**src/rtl/fe_mem_pkg.sv**
```systemverilog
package fe_mem_pkg;

    typedef enum logic [1:0] {
        OP_PLAIN_RD = 2'b00,
        OP_PLAIN_WR = 2'b01,
        OP_SYNC_RD  = 2'b10,
        OP_SYNC_WR  = 2'b11
    } fe_op_e;

    localparam int TAG_FULL_BIT = 0;
    localparam int TAG_PAR_BIT  = 1;
    localparam int TAG_RSVD     = 2;

endpackage

```
**src/rtl/fe_access_ctrl.sv**
```systemverilog
module fe_access_ctrl
    import fe_mem_pkg::*;
#(
    parameter int DATA_W = 64,
    parameter int TAG_W  = 8
) (
    input  logic              valid,
    input  fe_op_e            op,
    input  logic [DATA_W-1:0] wdata,
    input  logic [DATA_W-1:0] cur_data,
    input  logic [TAG_W-1:0]  cur_tag,
    output logic              grant,
    output logic              rd_ret,
    output logic              data_we,
    output logic              tag_we,
    output logic [TAG_W-1:0]  next_tag,
    output logic              perr
);

    logic is_full;
    logic par_ok;

    always_comb begin
        is_full  = cur_tag[TAG_FULL_BIT];
        par_ok   = ((^cur_data) == cur_tag[TAG_PAR_BIT]);
        grant    = 1'b0;
        rd_ret   = 1'b0;
        data_we  = 1'b0;
        tag_we   = 1'b0;
        next_tag = cur_tag;
        if (valid) begin
            unique case (op)
                OP_PLAIN_RD: begin
                    grant  = 1'b1;
                    rd_ret = 1'b1;
                end
                OP_PLAIN_WR: begin
                    grant                 = 1'b1;
                    data_we               = 1'b1;
                    tag_we                = 1'b1;
                    next_tag[TAG_PAR_BIT] = ^wdata;
                end
                OP_SYNC_RD: begin
                    if (is_full) begin
                        grant                  = 1'b1;
                        rd_ret                 = 1'b1;
                        tag_we                 = 1'b1;
                        next_tag[TAG_FULL_BIT] = 1'b0;
                    end
                end
                OP_SYNC_WR: begin
                    if (!is_full) begin
                        grant                  = 1'b1;
                        data_we                = 1'b1;
                        tag_we                 = 1'b1;
                        next_tag[TAG_PAR_BIT]  = ^wdata;
                        next_tag[TAG_FULL_BIT] = 1'b1;
                    end
                end
                default: ;
            endcase
        end
        perr = rd_ret && !par_ok;
    end

endmodule

```
**src/rtl/fe_word_store.sv**
```systemverilog
module fe_word_store #(
    parameter int DATA_W = 64,
    parameter int TAG_W  = 8,
    parameter int DEPTH  = 16,
    parameter int ADDR_W = $clog2(DEPTH)
) (
    input  logic              clk,
    input  logic              rst_n,
    input  logic [ADDR_W-1:0] acc_addr,
    output logic [DATA_W-1:0] acc_data,
    output logic [TAG_W-1:0]  acc_tag,
    input  logic              data_we,
    input  logic [DATA_W-1:0] wr_data,
    input  logic              tag_we,
    input  logic [TAG_W-1:0]  wr_tag,
    input  logic [ADDR_W-1:0] dbg_addr,
    input  logic              dbg_we,
    input  logic [TAG_W-1:0]  dbg_wtag,
    output logic [TAG_W-1:0]  dbg_rtag
);

    logic [DATA_W-1:0] data_q [DEPTH];
    logic [DATA_W-1:0] data_d [DEPTH];
    logic [TAG_W-1:0]  tag_q  [DEPTH];
    logic [TAG_W-1:0]  tag_d  [DEPTH];

    assign acc_data = data_q[acc_addr];
    assign acc_tag  = tag_q[acc_addr];
    assign dbg_rtag = tag_q[dbg_addr];

    always_comb begin
        data_d = data_q;
        tag_d  = tag_q;
        if (data_we) data_d[acc_addr] = wr_data;
        if (tag_we)  tag_d[acc_addr]  = wr_tag;
        if (dbg_we)  tag_d[dbg_addr]  = dbg_wtag;
    end

    always_ff @(posedge clk) begin
        if (!rst_n) begin
            for (int i = 0; i < DEPTH; i++) begin
                data_q[i] <= '0;
                tag_q[i]  <= '0;
            end
        end else begin
            data_q <= data_d;
            tag_q  <= tag_d;
        end
    end

    AST_DBG_TAG_LANDS: assert property (@(posedge clk) disable iff (!rst_n)
        dbg_we |=> tag_q[$past(dbg_addr)] == $past(dbg_wtag));

endmodule

```
**src/rtl/fe_tagged_mem.sv**
```systemverilog
module fe_tagged_mem
    import fe_mem_pkg::*;
#(
    parameter int DATA_W = 64,
    parameter int WORD_W = 72,
    parameter int DEPTH  = 16,
    parameter int ADDR_W = $clog2(DEPTH),
    parameter int TAG_W  = WORD_W - DATA_W
) (
    input  logic              clk,
    input  logic              rst_n,
    input  logic              req_valid,
    input  logic [1:0]        req_op,
    input  logic [ADDR_W-1:0] req_addr,
    input  logic [DATA_W-1:0] req_wdata,
    output logic              rsp_valid,
    output logic              rsp_retry,
    output logic [DATA_W-1:0] rsp_rdata,
    output logic              rsp_perr,
    input  logic [ADDR_W-1:0] dbg_addr,
    input  logic              dbg_we,
    input  logic [TAG_W-1:0]  dbg_wtag,
    output logic [TAG_W-1:0]  dbg_tag
);

    typedef struct packed {
        logic              valid;
        logic              retry;
        logic [DATA_W-1:0] rdata;
        logic              perr;
        logic [TAG_W-1:0]  dtag;
    } out_regs_t;

    out_regs_t out_d, out_q;

    fe_op_e            op;
    logic [DATA_W-1:0] st_data;
    logic [TAG_W-1:0]  st_tag;
    logic [TAG_W-1:0]  st_dbg_tag;
    logic              grant, rd_ret, data_we, tag_we, perr;
    logic [TAG_W-1:0]  next_tag;

    assign op = fe_op_e'(req_op);

    fe_access_ctrl #(.DATA_W(DATA_W), .TAG_W(TAG_W)) u_ctrl (
        .valid    (req_valid),
        .op       (op),
        .wdata    (req_wdata),
        .cur_data (st_data),
        .cur_tag  (st_tag),
        .grant    (grant),
        .rd_ret   (rd_ret),
        .data_we  (data_we),
        .tag_we   (tag_we),
        .next_tag (next_tag),
        .perr     (perr)
    );

    fe_word_store #(.DATA_W(DATA_W), .TAG_W(TAG_W), .DEPTH(DEPTH), .ADDR_W(ADDR_W)) u_store (
        .clk      (clk),
        .rst_n    (rst_n),
        .acc_addr (req_addr),
        .acc_data (st_data),
        .acc_tag  (st_tag),
        .data_we  (data_we),
        .wr_data  (req_wdata),
        .tag_we   (tag_we),
        .wr_tag   (next_tag),
        .dbg_addr (dbg_addr),
        .dbg_we   (dbg_we),
        .dbg_wtag (dbg_wtag),
        .dbg_rtag (st_dbg_tag)
    );

    always_comb begin
        out_d.valid = req_valid;
        out_d.retry = req_valid && !grant;
        out_d.rdata = rd_ret ? st_data : '0;
        out_d.perr  = perr;
        out_d.dtag  = st_dbg_tag;
    end

    always_ff @(posedge clk) begin
        if (!rst_n) out_q <= '0;
        else        out_q <= out_d;
    end

    assign rsp_valid = out_q.valid;
    assign rsp_retry = out_q.retry;
    assign rsp_rdata = out_q.rdata;
    assign rsp_perr  = out_q.perr;
    assign dbg_tag   = out_q.dtag;

    AST_RSP_ONE_PER_REQ: assert property (@(posedge clk) disable iff (!rst_n)
        req_valid |=> rsp_valid);
    AST_NO_SPURIOUS_RSP: assert property (@(posedge clk) disable iff (!rst_n)
        !req_valid |=> !rsp_valid);
    AST_PLAIN_NEVER_RETRY: assert property (@(posedge clk) disable iff (!rst_n)
        req_valid && !req_op[1] |=> !rsp_retry);
    AST_SYNC_RD_BLOCKS: assert property (@(posedge clk) disable iff (!rst_n)
        req_valid && op == OP_SYNC_RD && !st_tag[TAG_FULL_BIT] |=> rsp_retry);
    AST_SYNC_WR_BLOCKS: assert property (@(posedge clk) disable iff (!rst_n)
        req_valid && op == OP_SYNC_WR && st_tag[TAG_FULL_BIT] |=> rsp_retry);
    AST_SYNC_RD_PASSES: assert property (@(posedge clk) disable iff (!rst_n)
        req_valid && op == OP_SYNC_RD && st_tag[TAG_FULL_BIT] |=> !rsp_retry);
    AST_RETRY_QUIET: assert property (@(posedge clk) disable iff (!rst_n)
        rsp_retry |-> rsp_rdata == '0 && !rsp_perr);
    AST_SPARE_KEPT: assert property (@(posedge clk) disable iff (!rst_n)
        tag_we |-> next_tag[TAG_W-1:TAG_RSVD] == st_tag[TAG_W-1:TAG_RSVD]);

endmodule

```
**config.mk**
```make
export PLATFORM = sky130hd
export DESIGN_NAME = fe_tagged_mem
export DESIGN_NICKNAME = d
export VERILOG_FILES = /design/src/rtl/fe_mem_pkg.sv /design/src/rtl/fe_access_ctrl.sv /design/src/rtl/fe_word_store.sv /design/src/rtl/fe_tagged_mem.sv
export SDC_FILE = /design/constraint.sdc
export NUM_CORES = 2
export LEC_CHECK = 0
export ABC_CLOCK_PERIOD_IN_PS = 9950
export BUFFER_PORTS_ARGS = -buffer_cell sky130_fd_sc_hd__buf_4
export CORE_UTILIZATION = 50
export CTS_BUF_LIST = sky130_fd_sc_hd__clkbuf_4 sky130_fd_sc_hd__clkbuf_8 sky130_fd_sc_hd__clkbuf_16
export DETAILED_ROUTE_END_ITERATION = 12
export HOLD_SLACK_MARGIN = 0.1
export PLACE_DENSITY = 0.66
export SYNTH_ARGS = -nofsm -noshare
export SYNTH_HDL_FRONTEND = slang
export SYNTH_HIERARCHICAL = 1
export SYNTH_SLANG_ARGS = --single-unit
```
**constraint.sdc**
```tcl
create_clock -name clk -period 9.95 [get_ports clk]
set_input_delay 0.995 -clock clk [delete_from_list [all_inputs] [get_ports clk]]
set_output_delay 0.995 -clock clk [all_outputs]
set_load 0.02 [all_outputs]
```
# Word-level counts from Yosys, hierarchy flattened
# Cells that the tools add are included.
# op_classes
n_lt_le_gt_ge	4
n_eq_ne	4
n_mux	34
n_bitwise	2
n_reduce_logical	11
# op_table
op	count
bitwise mux 1024 bit	1
binary-select mux 64 bit (select 4 bit)	1
bitwise mux 128 bit	2
demux 64 bit (select 4 bit)	1
2-to-1 mux 128 bit	2
2-to-1 mux 64 bit	3
parity 64 bit	2
binary-select mux 8 bit (select 4 bit)	2
demux 8 bit (select 4 bit)	2
2-to-1 mux 8 bit	6
>= comparator 5 bit, second input constant	2
< comparator 5 x 1 -> 1 bit, second input constant	2
NOT 4 -> 5 bit	2
case mux 1 bit (2 select lines)	4
2-to-1 mux 1 bit	6
case mux 1 bit (3 select lines)	2
equality test 2 bit, second input constant	2
logical AND 1 bit	4
2-to-1 mux 2 bit	2
equality test 2 x 1 -> 1 bit, second input constant	1
logical NOT 1 bit	2
logical NOT 2 bit	1
AND reduction 2 bit	1
OR reduction 2 bit	1
equality test 1 bit	1
# word_totals
regBits	1227
in_bits	86
out_inout_bits	75
word_cells	92

# Longest topological paths before layout
# logic_depth
word_depth	11
mapped_depth	15
mapped_depth_nobuf	11

# Cells and area by module
# Netlist, hierarchy kept.
# by_module_without_submodules
module	instances	cells_each	area_per_inst_um2	seq_area_each_um2
fe_word_store	1	6309	57322.5	23062.1
fe_tagged_mem	1	165	2102.0	1501.4
fe_access_ctrl	1	144	1238.7	0.0

# Worst setup path before layout
# No wires, ideal clock.
# synth_timing
path_type	input to register
from	input req_addr[0]
to	register u_store/data_q[204] (netlist bit)
setup_time_ps	124
arrival_time_ps	3758
required_ps	9826
setup_slack_ps	6068
stages	12
path_buffers	5
cell_sequence	buf_6 -> buf_6 -> buf_2 -> mux4_2 -> a22oi_1 -> nand2_1 -> a21oi_1 -> or3b_2 -> clkbuf_1 -> clkbuf_1 -> o21ai_0 -> a21boi_0
# synth_between
elab_chain_cells	7
word_cells_on_any_way	13
cone_classes	order compare: 2; mux: 9; bitwise: 1; reduce/logical: 1
# synth_lines
item	line_no	rtl
from (decl)	fe_tagged_mem.sv:14	input logic [ADDR_W-1:0] req_addr,
NOT 4 -> 5 bit (implied by the code)	fe_word_store.sv:28	assign acc_tag = tag_q[acc_addr];
binary-select mux 8 bit (select 4 bit)	fe_word_store.sv:28	
2-to-1 mux 8 bit (implied by the code) (2 in series)	fe_word_store.sv:28	
net st_tag[0]	fe_tagged_mem.sv:38	logic [TAG_W-1:0] st_tag;
2-to-1 mux 1 bit	fe_access_ctrl.sv:52	if (!is_full) begin
case mux 1 bit (2 select lines)	fe_access_ctrl.sv:32	unique case (op)
2-to-1 mux 1 bit	fe_access_ctrl.sv:31	if (valid) begin
net data_we	fe_tagged_mem.sv:40	logic grant, rd_ret, data_we, tag_we, perr;
to (signal assigned)	fe_word_store.sv:46	data_q <= data_d;
to (decl)	fe_word_store.sv:22	logic [DATA_W-1:0] data_q [DEPTH];
# The timed path passes the listed nets, and every way through them passes these cells. The select of a mux whose other input is x is not followed.
# A chain may end at the register's enable or synchronous reset.

# Worst setup path in the final report
# layout_timing
from	input req_addr[0]
to	register u_store/data_q[507] (netlist bit)
# Same word-level chain as after synthesis.

==> results.json <==
{
  "avgSynthCellArea_um2": 9.17,
  "leakagePower_uw": 0.0210,
  "maxCapViolations": 0,
  "power_density_nw_per_um2": 173,
  "grt_pass1_vias": 50900,
  "synth_top_area_share": 0.405,
  "antenna_found_initial": 15,
  "yosys-top-cells-area": "dfxtp_1, mux4_2, nand3_1",
  "cts.sinks": 1227,
  "vias": 52300,
  "drive_gt1_frac": 0.135,
  "status": "completed",
  "startpoint": "req_addr[0]",
  "ys_types": 40,
  "criticalPathCategory": "primary input to register",
  "grt_max_degree": 240,
  "cts_resized": 0,
  "netlist_instances": 6618,
  "postCtsSetupBuffers": 0,
  "clk_root_buffer_cell": "clkbuf_16",
  "synth_edf_count": 0,
  "grt_overflow_total": 0,
  "cts_buffers": 138,
  "reg2reg_from": "u_store/tag_q[96]",
  "clock_skew_ps": 31.7,
  "path_max_fanout": 77,
  "firstDrtPassIters": 6,
  "min_from": "u_store/data_q[578]",
  "dp_hpwl_um": 93000,
  "numPortBuffers": 160,
  "coreArea_um2": 120000,
  "grt.total_usage": 0.300,
  "wirelength_um": 189000,
  "post_drt_wl_per_cell_um": 24.4,
  "pin_count": 161,
  "vdd_drop_max_uv": 150,
  "grt_pass1_wl_um": 296000,
  "relSlewSlack": 0.138,
  "clockBufferDepth": 3,
  "yosysTopAreaCell": "dfxtp_1",
  "hold_viol_final": 0,
  "drc_errors": 0,
  "initial_core_util": 0.505,
  "synth_seq_area_share": 0.405,
  "worst_pin_slew_ps": 1290,
  "worstPathRequired_ps": 10640,
  "min_path_type": "register to register",
  "ys_top_cells_by_count": "dfxtp_1, nand3_1, o21ai_0",
  "n_antenna_cell": 0,
  "cp-start-kind": "primary input",
  "finalWorstPathRequiredPeriod_ps": 5360,
  "num_rows": 127,
  "htreeDepth": 4,
  "place_congestion": 0.830,
  "whs_ps": 470,
  "ctsHoldBuffers": 0,
  "dieArea_um2": 123000,
  "finalNetCount": 6110,
  "fin_util": 0.544,
  "drt_iter0_markers": 6229,
  "post_synth_instance_area_um2": 60700,
  "fmax_mhz": 186,
  "cts_tree": "yes",
  "tns_ps": 0,
  "ant_nets": 0,
  "die_y_um": 350,
  "routed_via_density": 6.74,
  "die_w_um": 350,
  "rsz0062_at_grt": "false",
  "ys_warn_count": 6,
  "slew_violations": 0,
  "worst_skew_pair.late_latency_ps": 790,
  "synth_seq_cells": 1227,
  "fin_crit_sh": 0.539,
  "syn_nets": 6704,
  "arrival_ps": 6050,
  "ys_dominant_reg_cell": "dfxtp_1",
  "synth.most_common_cell": "dfxtp_1",
  "async_flop_share": 0,
  "syn_to_final_growth_pct": 7.79,
  "path_clk_slew_ps": 60,
  "end_kind": "register",
  "setup_viol_count_final": 0
}
==> placed cells by master (no fill, tap or decap), types with 5 or more instances in the layout <==
cell | Yosys | layout
mux4_1 | 32 | 32
and3_2 | 10 | 10
nand2_1 | 85 | 83
a21boi_0 | 500 | 500
xnor2_1 | 111 | 111
dfxtp_1 | 1227 | 1227
and3_1 | 56 | 55
and2_1 | 14 | 12
o31ai_1 | 128 | 128
o21ai_0 | 1152 | 1152
buf_12 | 0 | 17
clkbuf_4 | 0 | 45
nand3_1 | 1155 | 1154
a21boi_1 | 525 | 525
or2_2 | 13 | 13
nand3b_1 | 6 | 6
inv_6 | 0 | 5
clkbuf_8 | 0 | 35
clkinv_8 | 0 | 7
clkbuf_16 | 0 | 140
buf_4 | 19 | 220
a22oi_1 | 160 | 160
a31oi_1 | 128 | 128
clkinv_2 | 0 | 11
mux4_2 | 288 | 288
bufinv_16 | 0 | 6
xor2_1 | 15 | 15
==> sequential cells by signal, summed over array words and instances (netlist names) <==
register / flops
dbg_tag: 8
rsp_retry: 1
rsp_perr: 1
u_store/tag_q: 128
u_store/data_q: 1024
rsp_rdata: 64
rsp_valid: 1
==> path summary, 6_finish.rpt <==
| kind | end | slack [ps] | depth (start not counted) |
|---|---|---|---|
| worst max-delay path | u_store/data_q[507] | 4590 | 12 |
| worst min-delay path | u_store/data_q[578] | 470 | 2 |
| worst max register to register | u_store/data_q[507] | 5850 | 10 |
| worst min register to register | u_store/data_q[578] | 470 | 2 |
==> worst max-delay path, cell delays in order <==
cell	delay (ps)
buf_8	510
buf_4	620
mux4_2	580
a22oi_1	290
nand2_1	180
a21oi_1	170
buf_4	210
nor3b_4	190
buf_4	790
buf_4	950
nand3_1	140
a21boi_0	250
==> through the flow <==
step	cells	cell area [um^2]	setup WS, ps	total power [uW]
after floorplan	6618	60700	6070	5770
after global placement	7496	60600	4040	6070
after detailed placement	7496	60600	3900	6080
after CTS	7749	65400	4720	11300
after global routing	7749	65400	4350	11600
final	7749	65400	4590	11300
==> power by group <==
part,switching (uW),internal (uW),leakage [uW]
registers,22.5,4960,0.00989
clock network,2150,3160,0.00241
logic,718,296,0.00873
total,2900,8410,0.0210
==> cell type report <==
| type | count | area (um^2) |
|---|---|---|
| Tap cell | 1612 | 2020 |
| Multi-Input combinational cell | 4417 | 32000 |
| Timing Repair Buffer | 240 | 2040 |
| Fill cell | 10600 | 54700 |
| Sequential cell | 1227 | 24600 |
| Clock buffer | 220 | 4320 |
| Clock inverter | 33 | 449 |
==> metal layers <==
metal,track usage,share of wire,vias to the layer above
met2,0.484,0.47,2359
met4,0.0946,0.021,24
met5,0,0.00075,-
li1,-,-,23200
met1,0.410,0.42,26300
met3,0.0515,0.084,370
==> cell families (layout without fill, tap and decap cells) <==
group,Yosys count,count (layout),synth area share
compound gates,2596,2596,0.271
simple gates,1373,1373,0.115
flops,1227,1227,0.405
buf+inv,974,493,0.0696
mux,321,321,0.121
xor+xnor,127,127,0.0186
No activity file was read; power rests on OpenSTA's default activity.
